### config.mk
export PLATFORM = sky130hd
export DESIGN_NAME = adc_drive_clkgen
export DESIGN_NICKNAME = d
export VERILOG_FILES = /design/src/rtl/adc_clkgen_pkg.sv /design/src/rtl/adc_edge_sync.sv /design/src/rtl/adc_div_core.sv /design/src/rtl/adc_sync_event.sv /design/src/rtl/adc_release_timer.sv /design/src/rtl/adc_drive_clkgen.sv
export SDC_FILE = /design/constraint.sdc
export NUM_CORES = 1
export LEC_CHECK = 0
export BUFFER_PORTS_ARGS = -buffer_cell sky130_fd_sc_hd__buf_2
export CORE_UTILIZATION = 41
export DETAILED_ROUTE_END_ITERATION = 6
export HOLD_SLACK_MARGIN = 0.08
export PLACE_DENSITY = 0.63
export SYNTH_ARGS = -nofsm -noshare
export SYNTH_HDL_FRONTEND = slang
export SYNTH_SLANG_ARGS = --single-unit
### constraint.sdc
create_clock -name clk_fast -period 2.4 [get_ports clk_fast]
set_input_delay 0.12 -clock clk_fast [delete_from_list [all_inputs] [get_ports clk_fast]]
set_output_delay 0.12 -clock clk_fast [all_outputs]
set_load 0.1 [all_outputs]
### src/rtl/adc_clkgen_pkg.sv
package adc_clkgen_pkg;
  localparam int DIV_W          = 8;
  localparam int DIV_DEFAULT    = 80;
  localparam int RELEASE_CYCLES = 24;
  localparam int SYNC_STAGES    = 2;
  localparam int NUM_ASYNC      = 2;

  typedef logic [DIV_W-1:0] div_t;

  // A ratio is usable when it splits into two equal phases of at least 2.
  function automatic logic div_ok(input div_t v);
    return (v[0] == 1'b0) && (v >= div_t'(4));
  endfunction
endpackage

### src/rtl/adc_edge_sync.sv
module adc_edge_sync #(
  parameter int STAGES      = 2,
  parameter bit DETECT_RISE = 1'b1
) (
  input  logic clk,
  input  logic rst_n,
  input  logic async_in,
  output logic edge_pulse
);
  logic [STAGES-1:0] sh_q;
  logic              last_q;

  always_ff @(posedge clk or negedge rst_n) begin
    if (!rst_n) begin
      sh_q   <= '0;
      last_q <= 1'b0;
    end else begin
      sh_q   <= {sh_q[STAGES-2:0], async_in};
      last_q <= sh_q[STAGES-1];
    end
  end

  generate
    if (DETECT_RISE) begin : g_rise
      assign edge_pulse = sh_q[STAGES-1] & ~last_q;
    end else begin : g_fall
      assign edge_pulse = ~sh_q[STAGES-1] & last_q;
    end
  endgenerate
endmodule

### src/rtl/adc_div_core.sv
module adc_div_core
  import adc_clkgen_pkg::*;
(
  input  logic clk,
  input  logic rst_n,
  input  logic cal_rise,
  input  logic wr_en,
  input  div_t wr_val,
  output logic adc_clk,
  output logic tick,
  output logic wrap,
  output div_t n_cur
);
  div_t cnt_q, cnt_d;
  div_t n_q, n_d;
  div_t shadow_q, shadow_d;
  logic clk_q, clk_d;
  div_t half;
  div_t last_cnt;
  div_t cnt_inc;

  assign half     = n_q >> 1;
  assign last_cnt = n_q - div_t'(1);
  assign cnt_inc  = cnt_q + div_t'(1);
  assign wrap     = ~cal_rise & (cnt_q == last_cnt);

  always_comb begin
    shadow_d = shadow_q;
    if (wr_en && div_ok(wr_val)) shadow_d = wr_val;
  end

  always_comb begin
    n_d   = n_q;
    cnt_d = cnt_inc;
    clk_d = (cnt_inc < half);
    if (cal_rise) begin
      n_d   = shadow_q;
      cnt_d = '0;
      clk_d = 1'b1;
    end else if (cnt_q == last_cnt) begin
      cnt_d = '0;
      clk_d = 1'b1;
    end
  end

  always_ff @(posedge clk or negedge rst_n) begin
    if (!rst_n) begin
      cnt_q    <= div_t'(DIV_DEFAULT - 1);
      n_q      <= div_t'(DIV_DEFAULT);
      shadow_q <= div_t'(DIV_DEFAULT);
      clk_q    <= 1'b0;
    end else begin
      cnt_q    <= cnt_d;
      n_q      <= n_d;
      shadow_q <= shadow_d;
      clk_q    <= clk_d;
    end
  end

  assign adc_clk = clk_q;
  assign tick    = (cnt_q == '0);
  assign n_cur   = n_q;
endmodule

### src/rtl/adc_sync_event.sv
module adc_sync_event (
  input  logic clk,
  input  logic rst_n,
  input  logic cal_rise,
  input  logic wrap,
  input  logic cmd,
  output logic evt
);
  logic pend_q, pend_d;
  logic evt_q, evt_d;

  always_comb begin
    pend_d = cmd | (pend_q & ~cal_rise);
    evt_d  = evt_q;
    if (cal_rise && pend_q) evt_d = 1'b1;
    else if (wrap)          evt_d = 1'b0;
  end

  always_ff @(posedge clk or negedge rst_n) begin
    if (!rst_n) begin
      pend_q <= 1'b0;
      evt_q  <= 1'b0;
    end else begin
      pend_q <= pend_d;
      evt_q  <= evt_d;
    end
  end

  assign evt = evt_q;
endmodule

### src/rtl/adc_release_timer.sv
module adc_release_timer
  import adc_clkgen_pkg::*;
(
  input  logic clk,
  input  logic rst_n,
  input  logic drdy_fall,
  input  logic tick,
  output logic release_pulse
);
  localparam int CW = $clog2(RELEASE_CYCLES);
  localparam logic [CW-1:0] LAST = CW'(RELEASE_CYCLES - 1);

  logic          armed_q, armed_d;
  logic [CW-1:0] cnt_q, cnt_d;
  logic          rel_q, rel_d;

  always_comb begin
    armed_d = armed_q;
    cnt_d   = cnt_q;
    rel_d   = 1'b0;
    if (drdy_fall) begin
      armed_d = 1'b1;
      cnt_d   = '0;
    end else if (armed_q && tick) begin
      if (cnt_q == LAST) begin
        armed_d = 1'b0;
        rel_d   = 1'b1;
      end else begin
        cnt_d = cnt_q + CW'(1);
      end
    end
  end

  always_ff @(posedge clk or negedge rst_n) begin
    if (!rst_n) begin
      armed_q <= 1'b0;
      cnt_q   <= '0;
      rel_q   <= 1'b0;
    end else begin
      armed_q <= armed_d;
      cnt_q   <= cnt_d;
      rel_q   <= rel_d;
    end
  end

  assign release_pulse = rel_q;
endmodule

### src/rtl/adc_drive_clkgen.sv
module adc_drive_clkgen
  import adc_clkgen_pkg::*;
(
  input  logic             clk_fast,
  input  logic             rst_n,
  input  logic             cal_in,
  input  logic             drdy_n_in,
  input  logic             sync_cmd,
  input  logic             div_wr,
  input  logic [DIV_W-1:0] div_val,
  output logic             adc_clk,
  output logic             sync_evt,
  output logic             data_release
);
  localparam logic [NUM_ASYNC-1:0] EDGE_SEL = 2'b01; // bit0 cal rise, bit1 drdy fall

  logic [1:0]           rst_sh_q;
  logic                 rst_q;
  logic [NUM_ASYNC-1:0] async_vec;
  logic [NUM_ASYNC-1:0] edge_vec;
  logic                 cal_rise;
  logic                 drdy_fall;
  logic                 div_tick;
  logic                 div_wrap;
  div_t                 n_cur;

  always_ff @(posedge clk_fast or negedge rst_n) begin
    if (!rst_n) rst_sh_q <= 2'b00;
    else        rst_sh_q <= {rst_sh_q[0], 1'b1};
  end
  assign rst_q = rst_sh_q[1];

  assign async_vec = {drdy_n_in, cal_in};

  generate
    for (genvar i = 0; i < NUM_ASYNC; i++) begin : g_in
      adc_edge_sync #(
        .STAGES     (SYNC_STAGES),
        .DETECT_RISE(EDGE_SEL[i])
      ) u_edge (
        .clk       (clk_fast),
        .rst_n     (rst_q),
        .async_in  (async_vec[i]),
        .edge_pulse(edge_vec[i])
      );
    end
  endgenerate

  assign cal_rise  = edge_vec[0];
  assign drdy_fall = edge_vec[1];

  adc_div_core u_div (
    .clk     (clk_fast),
    .rst_n   (rst_q),
    .cal_rise(cal_rise),
    .wr_en   (div_wr),
    .wr_val  (div_val),
    .adc_clk (adc_clk),
    .tick    (div_tick),
    .wrap    (div_wrap),
    .n_cur   (n_cur)
  );

  adc_sync_event u_evt (
    .clk     (clk_fast),
    .rst_n   (rst_q),
    .cal_rise(cal_rise),
    .wrap    (div_wrap),
    .cmd     (sync_cmd),
    .evt     (sync_evt)
  );

  adc_release_timer u_rel (
    .clk          (clk_fast),
    .rst_n        (rst_q),
    .drdy_fall    (drdy_fall),
    .tick         (div_tick),
    .release_pulse(data_release)
  );
endmodule

==> out/metrics.yaml, run 1 <==
power_and_ir_drop:
  p_int_mw: 1.41
  power_frac_comb_pct: 28.3
  power.density_mw_per_mm2: 863
  peakVddDrop_v: 0.000519
  netSwitchingPower_mw: 0.689
  leakage_nw: 1.12
  swShare_pct: 32.9
  power_frac_seq_pct: 44.6
  clkPwrFrac_pct: 27.1
logic_synthesis:
  synth_cell_types: 38
  synth_top_family_by_area: "simple AND/OR/NAND/NOR gates"
  ys_ff_latch: 42
  synth-seq-area-share_pct: 51.9
  synth_fa_ha_area_share_pct: 6.11
  synth_mux_area_share_pct: 3.24
  syn_inst: 197
  synth_compound_area_share_pct: 8.74
  synth_edf_count: 0
  avgSynthCellArea_um2: 10.4
  yosysWarnings: 0
  synthSimpleGateAreaFrac_pct: 16.7
  synth-main-ff-cell: "dfrtp_1"
  synth-xor-area-share_pct: 8.92
  synth_nets: 221
  async_flop_share_pct: 100
  mappedNetlistArea_mm2: 0.00205
placed_design:
  pre_cts_ws_ns: 0.107
  gp_congestion: 0.791
  port_buffers: 16
  dp_hpwl_um: 2660
finish:
  nNetsFinal: 250
  layout_common_cells: "dfrtp_1 (33), nand2_1 (20), nor2_1 (17), buf_2 (16), o21ai_0 (14)"
  final.fill_count: 449
  layout_commonest_cell: "dfrtp_1"
  drive_gt1_share_pct: 19.8
  syn2layout_area_growth_pct: 18.6
  num_antenna_cells: 0
clocking:
  cts_buffer_depth: 2
  cts_num_sinks: 42
  h-tree-depth: 2
  path_clk_slew_ns: 0.08
  clockRootBuffer: "clkbuf_8"
  cts_buffers: 5
  cts_tree: "yes"
  post-cts-setup-buffer-count: 0
  worstSkewPairLatency_ns: 0.30
sta:
  rsz0062_at_grt: "false"
  slew_headroom_pct: 26.4
  clock-skew-final_ns: 0.00604
  fin_crit_sh_pct: 95.6
  fmax_ghz: 0.436
  tns_ns: 0
  tightest_slew_ns: 1.10
  timing.final.ws_setup_ns: 0.106
  slew_violations: 0
  finalHoldViolCount: 0
  period_needed_ns: 2.29
  setup_violations: 0
setup_path:
  end_kind: "register"
  cp_num_buf_inv: 0
  path_delay_family: "flip-flops"
  start_kind: "register"
  worstPathCellList: "and3_1 > nand3_1 > xnor2_1 > ha_1 > a21o_1 > a2111oi_0 > or3_1"
  slowest_delay_ns: 0.60
  path_max_fanout: 5
  crit_required_ns: 2.64
  r2r_slack_ns: 0.11
  slowest_stage: "dfstp_2"
  crit_arrival_ns: 2.53
  critical_path_class: "register to register"
global_routing:
  grt_pass1_vias: 1432
  antenna_found_initial: 0
  grt_max_degree: 41
  grt_pass1_wl_um: 6710
  grt_usage_pct: 17.1
  grt_overflow: 0
die:
  ioPinCount: 17
  placementRows: 25
  die_h_um: 72.7
  die_w_um: 72.7
  start_util_pct: 43.1
  dieArea_mm2: 0.00528
  core-area_mm2: 0.00475
drt:
  first_iter_violations: 76
  ant_nets: 0
  totalWireLength_um: 3860
  via_per_inst: 4.86
  drt-pass1-iter-count: 4
  wl_per_cell_um: 13.1
  vias: 1428
  drc: 0
run_status:
  run_status: "completed"
worst_hold_path:
  holdCritPathClass: "primary input to register"
job:
  timing.max_cap.violations: 0
timing repair:
action,CTS,global route
resized for setup,0,2
hold endpoints to repair,12,0
hold buffers,11,0
endpoints found under the setup margin,0,3
through the flow:
stage,total power [mW],utilization (%),area (µm²),hold slack (ns),instances
after floorplan,1.38,-,2050,-0.176,197
after global routing,2.24,51.1,2430,0.117,294
after global placement,1.51,46.2,2200,-0.0946,275
after detailed placement,1.52,46.2,2200,-0.0934,275
after CTS,2.10,50.9,2420,0.0916,294
final,2.10,51.1,2430,0.0994,294
final cells by class:
type | count | area (µm²) | share of cell area [%]
flip-flops and latches | 42 | 1060 | 43.8
multi-input cells | 134 | 907 | 37.4
repair buffers | 30 | 213 | 8.76
well taps | 67 | 83.8 | 3.45
clock buffers | 5 | 68.8 | 2.84
inverters | 13 | 48.8 | 2.01
clock inverters | 3 | 43.8 | 1.80
cell usage after synthesis, types with 5 or more instances:
master | n | area (µm²)
clkbuf_1 | 7 | 26.3
dfrtp_1 | 33 | 826
dfstp_2 | 9 | 236
ha_1 | 10 | 125
inv_1 | 13 | 48.8
mux2_2 | 5 | 56.3
nand2_1 | 20 | 75.1
nand3_1 | 8 | 40.0
nor2_1 | 17 | 63.8
nor2b_1 | 5 | 31.3
o21ai_0 | 14 | 70.1
xnor2_1 | 9 | 78.8
xor2_1 | 10 | 87.6
power by group through the flow:
stage | combinational [mW] | sequential (mW) | clock (mW)
3_3_place_gp | 0.573 | 0.940 | 0
4_1_cts | 0.592 | 0.934 | 0.576
5_1_grt | 0.682 | 0.950 | 0.609
2_1_floorplan | 0.392 | 0.987 | 0
3_5_place_dp | 0.573 | 0.944 | 0
6_report | 0.593 | 0.935 | 0.568
final timing paths:
kind / start / end / cells after the start
setup / recovery: u_div.cnt_q[3]$_DFF_PN1_ / u_div.adc_clk$_DFF_PN0_ / 7
hold / removal: div_val[0] / u_div.shadow_q[6]$_DFFE_PN1P_ / 4
setup reg to reg: u_div.cnt_q[3]$_DFF_PN1_ / u_div.adc_clk$_DFF_PN0_ / 7
hold reg to reg: rst_sh_q[1]$_DFF_PN0_ / g_in[1].u_edge.sh_q[0]$_DFF_PN0_ / 1
max in group asynchronous: rst_sh_q[1]$_DFF_PN0_ / u_div.n_cur[4]$_DFFE_PN1P_ / 1
min in group asynchronous: rst_n / rst_sh_q[1]$_DFF_PN0_ / 2
state kept, by name (all words and copies together), names as in the netlist:
name,cells
u_div.adc_clk,1
u_evt.evt,1
u_div.n_cur,8
u_evt.pend_q,1
g_in.u_edge.sh_q,4
u_rel.cnt_q,5
rst_sh_q,2
u_div.cnt_q,8
g_in.u_edge.last_q,2
u_rel.armed_q,1
u_rel.release_pulse,1
u_div.shadow_q,8
metal layers:
metal | global-route usage, % | wire length (µm) | part of all wire, %
met1 | 23.1 | 1920 | 50
met2 | 25.8 | 1790 | 46
met3 | 5.52 | 86 | 2.2
met4 | 6.10 | 63 | 1.6
met5 | 0 | 0 | 0
kinds of logic (layout without fill, tap and decap cells):
group	Yosys count	in the layout
simple gates	69	69
xor+xnor	20	20
other cells	1	1
compound gates	28	28
fa+ha+maj	10	10
buf+inv	21	51
mux	6	6
flops	42	42
tightest hold or removal path: stages:
cell and delay, ns:
buf_2 0.07, nor2b_1 0.05, nand2_1 0.07, o21ai_0 0.07
Note: power is estimated with default switching activity, not from simulation.
==> run 2: changes to the inputs <==
ABC_AREA = 1   (was not set)
==> out/metrics.yaml, run 2 <==
drt:
  wl_per_cell_um: 10.6
  ant_nets: 0
  first_iter_violations: 62
  via_per_inst: 4.54
  totalWireLength_um: 3890
  drc: 0
  drt-pass1-iter-count: 4
  vias: 1662
sta:
  finalHoldViolCount: 0
  slew_violations: 0
  clock-skew-final_ns: 0.00208
  period_needed_ns: 2.08
  tightest_slew_ns: 0.509
  fmax_ghz: 0.481
  rsz0062_at_grt: "false"
  fin_crit_sh_pct: 86.6
  setup_violations: 0
  slew_headroom_pct: 66.1
  tns_ns: 0
clocking:
  worstSkewPairLatency_ns: 0.30
  path_clk_slew_ns: 0.08
  cts_tree: "yes"
  h-tree-depth: 2
  cts_buffer_depth: 2
  cts_buffers: 5
  clockRootBuffer: "clkbuf_8"
  cts_num_sinks: 42
setup_path:
  end_kind: "register"
  start_kind: "register"
  path_max_fanout: 5
  crit_arrival_ns: 2.26
  critical_path_class: "register to register"
  crit_required_ns: 2.58
power_and_ir_drop:
  leakage_nw: 1.32
  netSwitchingPower_mw: 0.796
  peakVddDrop_v: 0.000348
  power.density_mw_per_mm2: 875
  power_frac_comb_pct: 31.9
  swShare_pct: 36.1
  total_power_mw: 2.21
  p_int_mw: 1.41
  power_frac_seq_pct: 42.9
  clkPwrFrac_pct: 25.2
logic_synthesis:
  synth-main-ff-cell: "dfrtp_1"
  mappedNetlistArea_mm2: 0.00214
  synth_cell_types: 25
  avgSynthCellArea_um2: 8.10
  syn_inst: 264
  synth_nets: 288
  yosysWarnings: 0
  synth_edf_count: 0
  synth_top_area_share_pct: 38.6
  ys_ff_latch: 42
  synth_most_common_cell: "nand2_1"
  ys_top_cells_by_area: "dfrtp_1 (39%), nand2_1 (14%), dfstp_2 (11%), inv_1 (7.2%), ha_1 (5.8%)"
  synth_compound_area_share_pct: 6.43
  synth-seq-area-share_pct: 49.6
  synth_largest_area_cell: "dfrtp_1"
  async_flop_share_pct: 100
  synth-xor-area-share_pct: 3.68
  synthTopCellsByCount: "nand2_1 (77), inv_1 (41), dfrtp_1 (33), nor2_1 (25), o21ai_0 (19)"
  synthSimpleGateAreaFrac_pct: 26.7
  synth_fa_ha_area_share_pct: 5.85
  synth_top_family_by_area: "simple AND/OR/NAND/NOR gates"
  synth_mux_area_share_pct: 0
global_routing:
  grt_usage_pct: 16.6
  grt_overflow: 0
  grt_pass1_vias: 1546
  grt_pass1_wl_um: 6760
  grt_max_degree: 41
  antenna_found_initial: 0
finish:
  finalCoreUtilization_pct: 51.7
  layout_common_cells: "nand2_1 (77), inv_1 (41), dfrtp_1 (33), nor2_1 (25), o21ai_0 (19)"
  layout_commonest_cell: "nand2_1"
  final_area_mm2: 0.00252
  syn2layout_area_growth_pct: 18.0
  num_antenna_cells: 0
  drive_gt1_share_pct: 15.1
  nNetsFinal: 322
die:
  die_w_um: 74.2
  core-area_mm2: 0.00488
  placementRows: 25
  ioPinCount: 17
  die_h_um: 74.2
  dieArea_mm2: 0.00551
  start_util_pct: 43.8
placed_design:
  post_dp_cell_area_mm2: 0.00231
  port_buffers: 16
  gp_congestion: 0.819
  dp_hpwl_um: 2760
run_status:
  run_status: "completed"
worst_hold_path:
  holdCritPathClass: "primary input to register"
job:
  timing.max_cap.violations: 0
[run 2: cell count changes in the layout (fill, tap and decap cells not counted), moves of 5 or more]
cell	before	now
o21ai_0	14	19
inv_1	13	41
nor2_1	17	25
xnor2_1	8	2
nand3_1	8	17
mux2_2	5	0
nand2_1	20	77
nor2b_1	5	0
[run 2: power groups by stage]
stage | Combinational (mW) | Clock (mW) | Sequential (mW)
after floorplan | 0.478 | 0 | 1.03
after global placement | 0.684 | 0 | 0.959
after detailed placement | 0.698 | 0 | 0.963
after CTS | 0.715 | 0.571 | 0.948
after global routing | 0.825 | 0.603 | 0.970
final | 0.704 | 0.556 | 0.948
[run 2: per-stage QoR]
step           hold WS, ns  setup WS [ns]  instances
3_3_place_gp       -0.0943          0.372        348
4_1_cts             0.0946          0.293        366
2_1_floorplan       -0.176          0.501        264
5_1_grt              0.108          0.141        366
3_5_place_dp       -0.0946          0.313        348
6_report            0.0918          0.321        366
[run 2: worst paths after layout]
path | startpoint | to | slack, ns | cells after the start
hold / removal | div_val[7] | u_div.shadow_q[7]$_DFFE_PN0P_ | 0.09 | 3
setup reg to reg | u_div.cnt_q[0]$_DFF_PN1_ | u_div.adc_clk$_DFF_PN0_ | 0.32 | 12
setup / recovery | u_div.cnt_q[0]$_DFF_PN1_ | u_div.adc_clk$_DFF_PN0_ | 0.32 | 12
hold reg to reg | rst_sh_q[1]$_DFF_PN0_ | g_in[0].u_edge.sh_q[0]$_DFF_PN0_ | 0.30 | 1
max in group asynchronous | rst_sh_q[1]$_DFF_PN0_ | u_div.cnt_q[6]$_DFF_PN1_ | 1.73 | 1
min in group asynchronous | rst_n | rst_sh_q[0]$_DFF_PN0_ | 0.13 | 2
[run 2: kinds of logic after synthesis]
logic type	Yosys count
adder cells (fa/ha/maj)	10
AND/OR/NAND/NOR	133
flip-flops	42
AO/OA/AOI/OAI	26
other	1
buffers and inverters	43
XOR/XNOR	9
[run 2: what timing repair did]
action,in CTS,in global routing
hold endpoints to repair,11,0
gates resized for setup,0,0
hold buffers,10,0
buffers inserted,0,0
[run 2: final cells by class]
cell class	count	area, µm²
clock buffer	5	68.8
clock inverter	3	40.0
fill	478	2360
inverter	42	158
multi-input combinational	179	916
sequential	42	1060
tap	67	83.8
timing repair buffer	28	195
[run 2: per-layer routing]
layer  part of all wire [%]  global-route usage [%]
met1                     47                    19.5
met2                     48                    28.6
met3                    3.8                    5.01
met4                    1.7                    6.71
met5                      0                       0
[run 2: critical path, cell delays in order, from the launching register on]
cell     delay [ns]
dfstp_2        0.58
inv_1          0.10
nor3_4         0.24
xor2_1         0.21
inv_1          0.07
ha_1           0.29
nand2_1        0.05
o21ai_0        0.15
nand2_1        0.06
nand2_1        0.06
nand2_1        0.04
nand2_1        0.05
nand3_1        0.06
==> run 3: changes to the inputs <==
--- a/config.mk
+++ b/config.mk
@@ -10,4 +10,5 @@
 export CORE_UTILIZATION = 41
 export DETAILED_ROUTE_END_ITERATION = 6
+export GPL_TIMING_DRIVEN = 0
 export HOLD_SLACK_MARGIN = 0.08
 export PLACE_DENSITY = 0.63
==> constraint.sdc (replaced) <==
create_clock -name clk_fast -period 2.4 [get_ports clk_fast]
set_input_delay 0.12 -clock clk_fast [delete_from_list [all_inputs] [get_ports clk_fast]]
set_output_delay 0.12 -clock clk_fast [all_outputs]
set_load 0.005 [all_outputs]
==> out/metrics.yaml, run 3 (synthesis results as in run 2) <==
run_status:
  run_status: "completed"
setup_path:
  path_max_fanout: 5
  r2r_slack_ns: 0.26
  slowest_delay_ns: 0.58
  worstPathCellList: "inv_1 > nor3_4 > xor2_1 > inv_1 > ha_1 > nand2_1 > o21ai_0 > nand2_1 > nand2_1 > nand2_1 > nand2_1 > nand3_1"
  end_kind: "register"
  crit_arrival_ns: 2.32
  slowest_stage: "dfstp_2"
  path_common_cell: "nand2_1"
  start_kind: "register"
  crit_required_ns: 2.58
  critical_path_class: "register to register"
finish:
  final_area_mm2: 0.00250
  drive_gt1_share_pct: 14.7
  nNetsFinal: 322
  layout_common_cells: "nand2_1 (77), inv_1 (41), dfrtp_1 (32), nor2_1 (25), o21ai_0 (19)"
  syn2layout_area_growth_pct: 17.1
  layout_commonest_cell: "nand2_1"
  num_antenna_cells: 0
clocking:
  worstSkewPairLatency_ns: 0.30
  cts_buffers: 5
  cts_num_sinks: 42
  post-cts-setup-buffer-count: 0
  cts_tree: "yes"
  clockRootBuffer: "clkbuf_8"
  path_clk_slew_ns: 0.08
  h-tree-depth: 2
  cts_buffer_depth: 2
sta:
  tightest_slew_ns: 0.853
  hold_slack_ns: 0.129
  setup_violations: 0
  fmax_ghz: 0.468
  rsz0062_at_grt: "false"
  clock-skew-final_ns: 0.00802
  slew_headroom_pct: 43.1
  finalHoldViolCount: 0
  period_needed_ns: 2.14
  tns_ns: 0
  fin_crit_sh_pct: 89.0
  slew_violations: 0
job:
  timing.max_cap.violations: 0
drt:
  wl_per_cell_um: 10.4
  first_iter_violations: 51
  vias: 1678
  ant_nets: 0
  drt-pass1-iter-count: 4
  drc: 0
  totalWireLength_um: 3820
  via_per_inst: 4.58
global_routing:
  grt_overflow: 0
  antenna_found_initial: 0
  grt_pass1_vias: 1624
  grt_pass1_wl_um: 6710
  grt_max_degree: 41
  grt_usage_pct: 16.1
die:
  core-area_mm2: 0.00488
  die_h_um: 74.2
  ioPinCount: 17
  dieArea_mm2: 0.00551
  placementRows: 25
  start_util_pct: 43.8
  die_w_um: 74.2
placed_design:
  dp_hpwl_um: 2770
  post_dp_cell_area_mm2: 0.00230
  gp_congestion: 0.822
  port_buffers: 16
worst_hold_path:
  holdCritPathClass: "primary input to async pin"
power_and_ir_drop:
  leakage_nw: 1.30
  peakVddDrop_v: 0.000377
  power.density_mw_per_mm2: 806
  total_power_mw: 2.02
run 3: final timing paths:
path,start,endpoint,cells past startpoint
setup / recovery,u_div.cnt_q[0]$_DFF_PN1_,u_div.adc_clk$_DFF_PN0_,12
setup reg to reg,u_div.cnt_q[0]$_DFF_PN1_,u_div.adc_clk$_DFF_PN0_,12
min in group clk_fast,div_val[0],u_div.shadow_q[6]$_DFFE_PN1P_,4
hold reg to reg,rst_sh_q[0]$_DFF_PN0_,rst_sh_q[1]$_DFF_PN0_,0
max in group asynchronous,rst_sh_q[1]$_DFF_PN0_,u_rel.armed_q$_DFFE_PN0P_,0
hold / removal,rst_n,rst_sh_q[1]$_DFF_PN0_,2
run 3: cell type report:
class                      count  area [µm²]
tap                           67        83.8
sequential                    42        1060
buffer                         1        3.75
fill                         485        2370
clock buffer                   5        68.8
timing repair buffer          27         190
multi-input combinational    179         916
inverter                      42         158
clock inverter                 3        21.3
run 3: metal layers:
metal	GRT usage [%]	part of all wire, %	vias to the layer above
li1	-	-	884
met1	18.7	47	767
met2	28.8	48	20
met3	4.47	2.9	7
met4	5.03	1.6	0
met5	0	0	-
run 3: what timing repair did:
| action | CTS | global route |
|---|---|---|
| hold buffers | 11 | 0 |
| gates resized for setup | 0 | 0 |
| endpoints found under the setup margin | 0 | 0 |
| hold endpoints to repair | 12 | 0 |
run 3: through the flow:
stage | utilization (%) | std cells | worst slack [ns]
2_1_floorplan | - | 264 | 0.501
3_3_place_gp | 47.2 | 347 | 0.282
3_5_place_dp | 47.2 | 347 | 0.240
4_1_cts | 51.3 | 366 | 0.218
5_1_grt | 51.3 | 366 | 0.0828
6_report | 51.3 | 366 | 0.263
run 3: power by group:
part / internal (mW) / leakage (nW) / switching (mW) / total (mW)
registers: 0.851 / 0.499 / 0.111 / 0.962
logic: 0.253 / 0.761 / 0.350 / 0.603
clock network: 0.204 / 0.0441 / 0.248 / 0.452
run 3: critical path: cells and delay by family (launching register included):
family                   cells  cell delay, ns
XOR/XNOR                     1            0.21
AO/OA/AOI/OAI                1            0.18
adder cells (fa/ha/maj)      1            0.29
AND/OR/NAND/NOR              7            0.59
buffers and inverters        2            0.17
flip-flops                   1            0.58
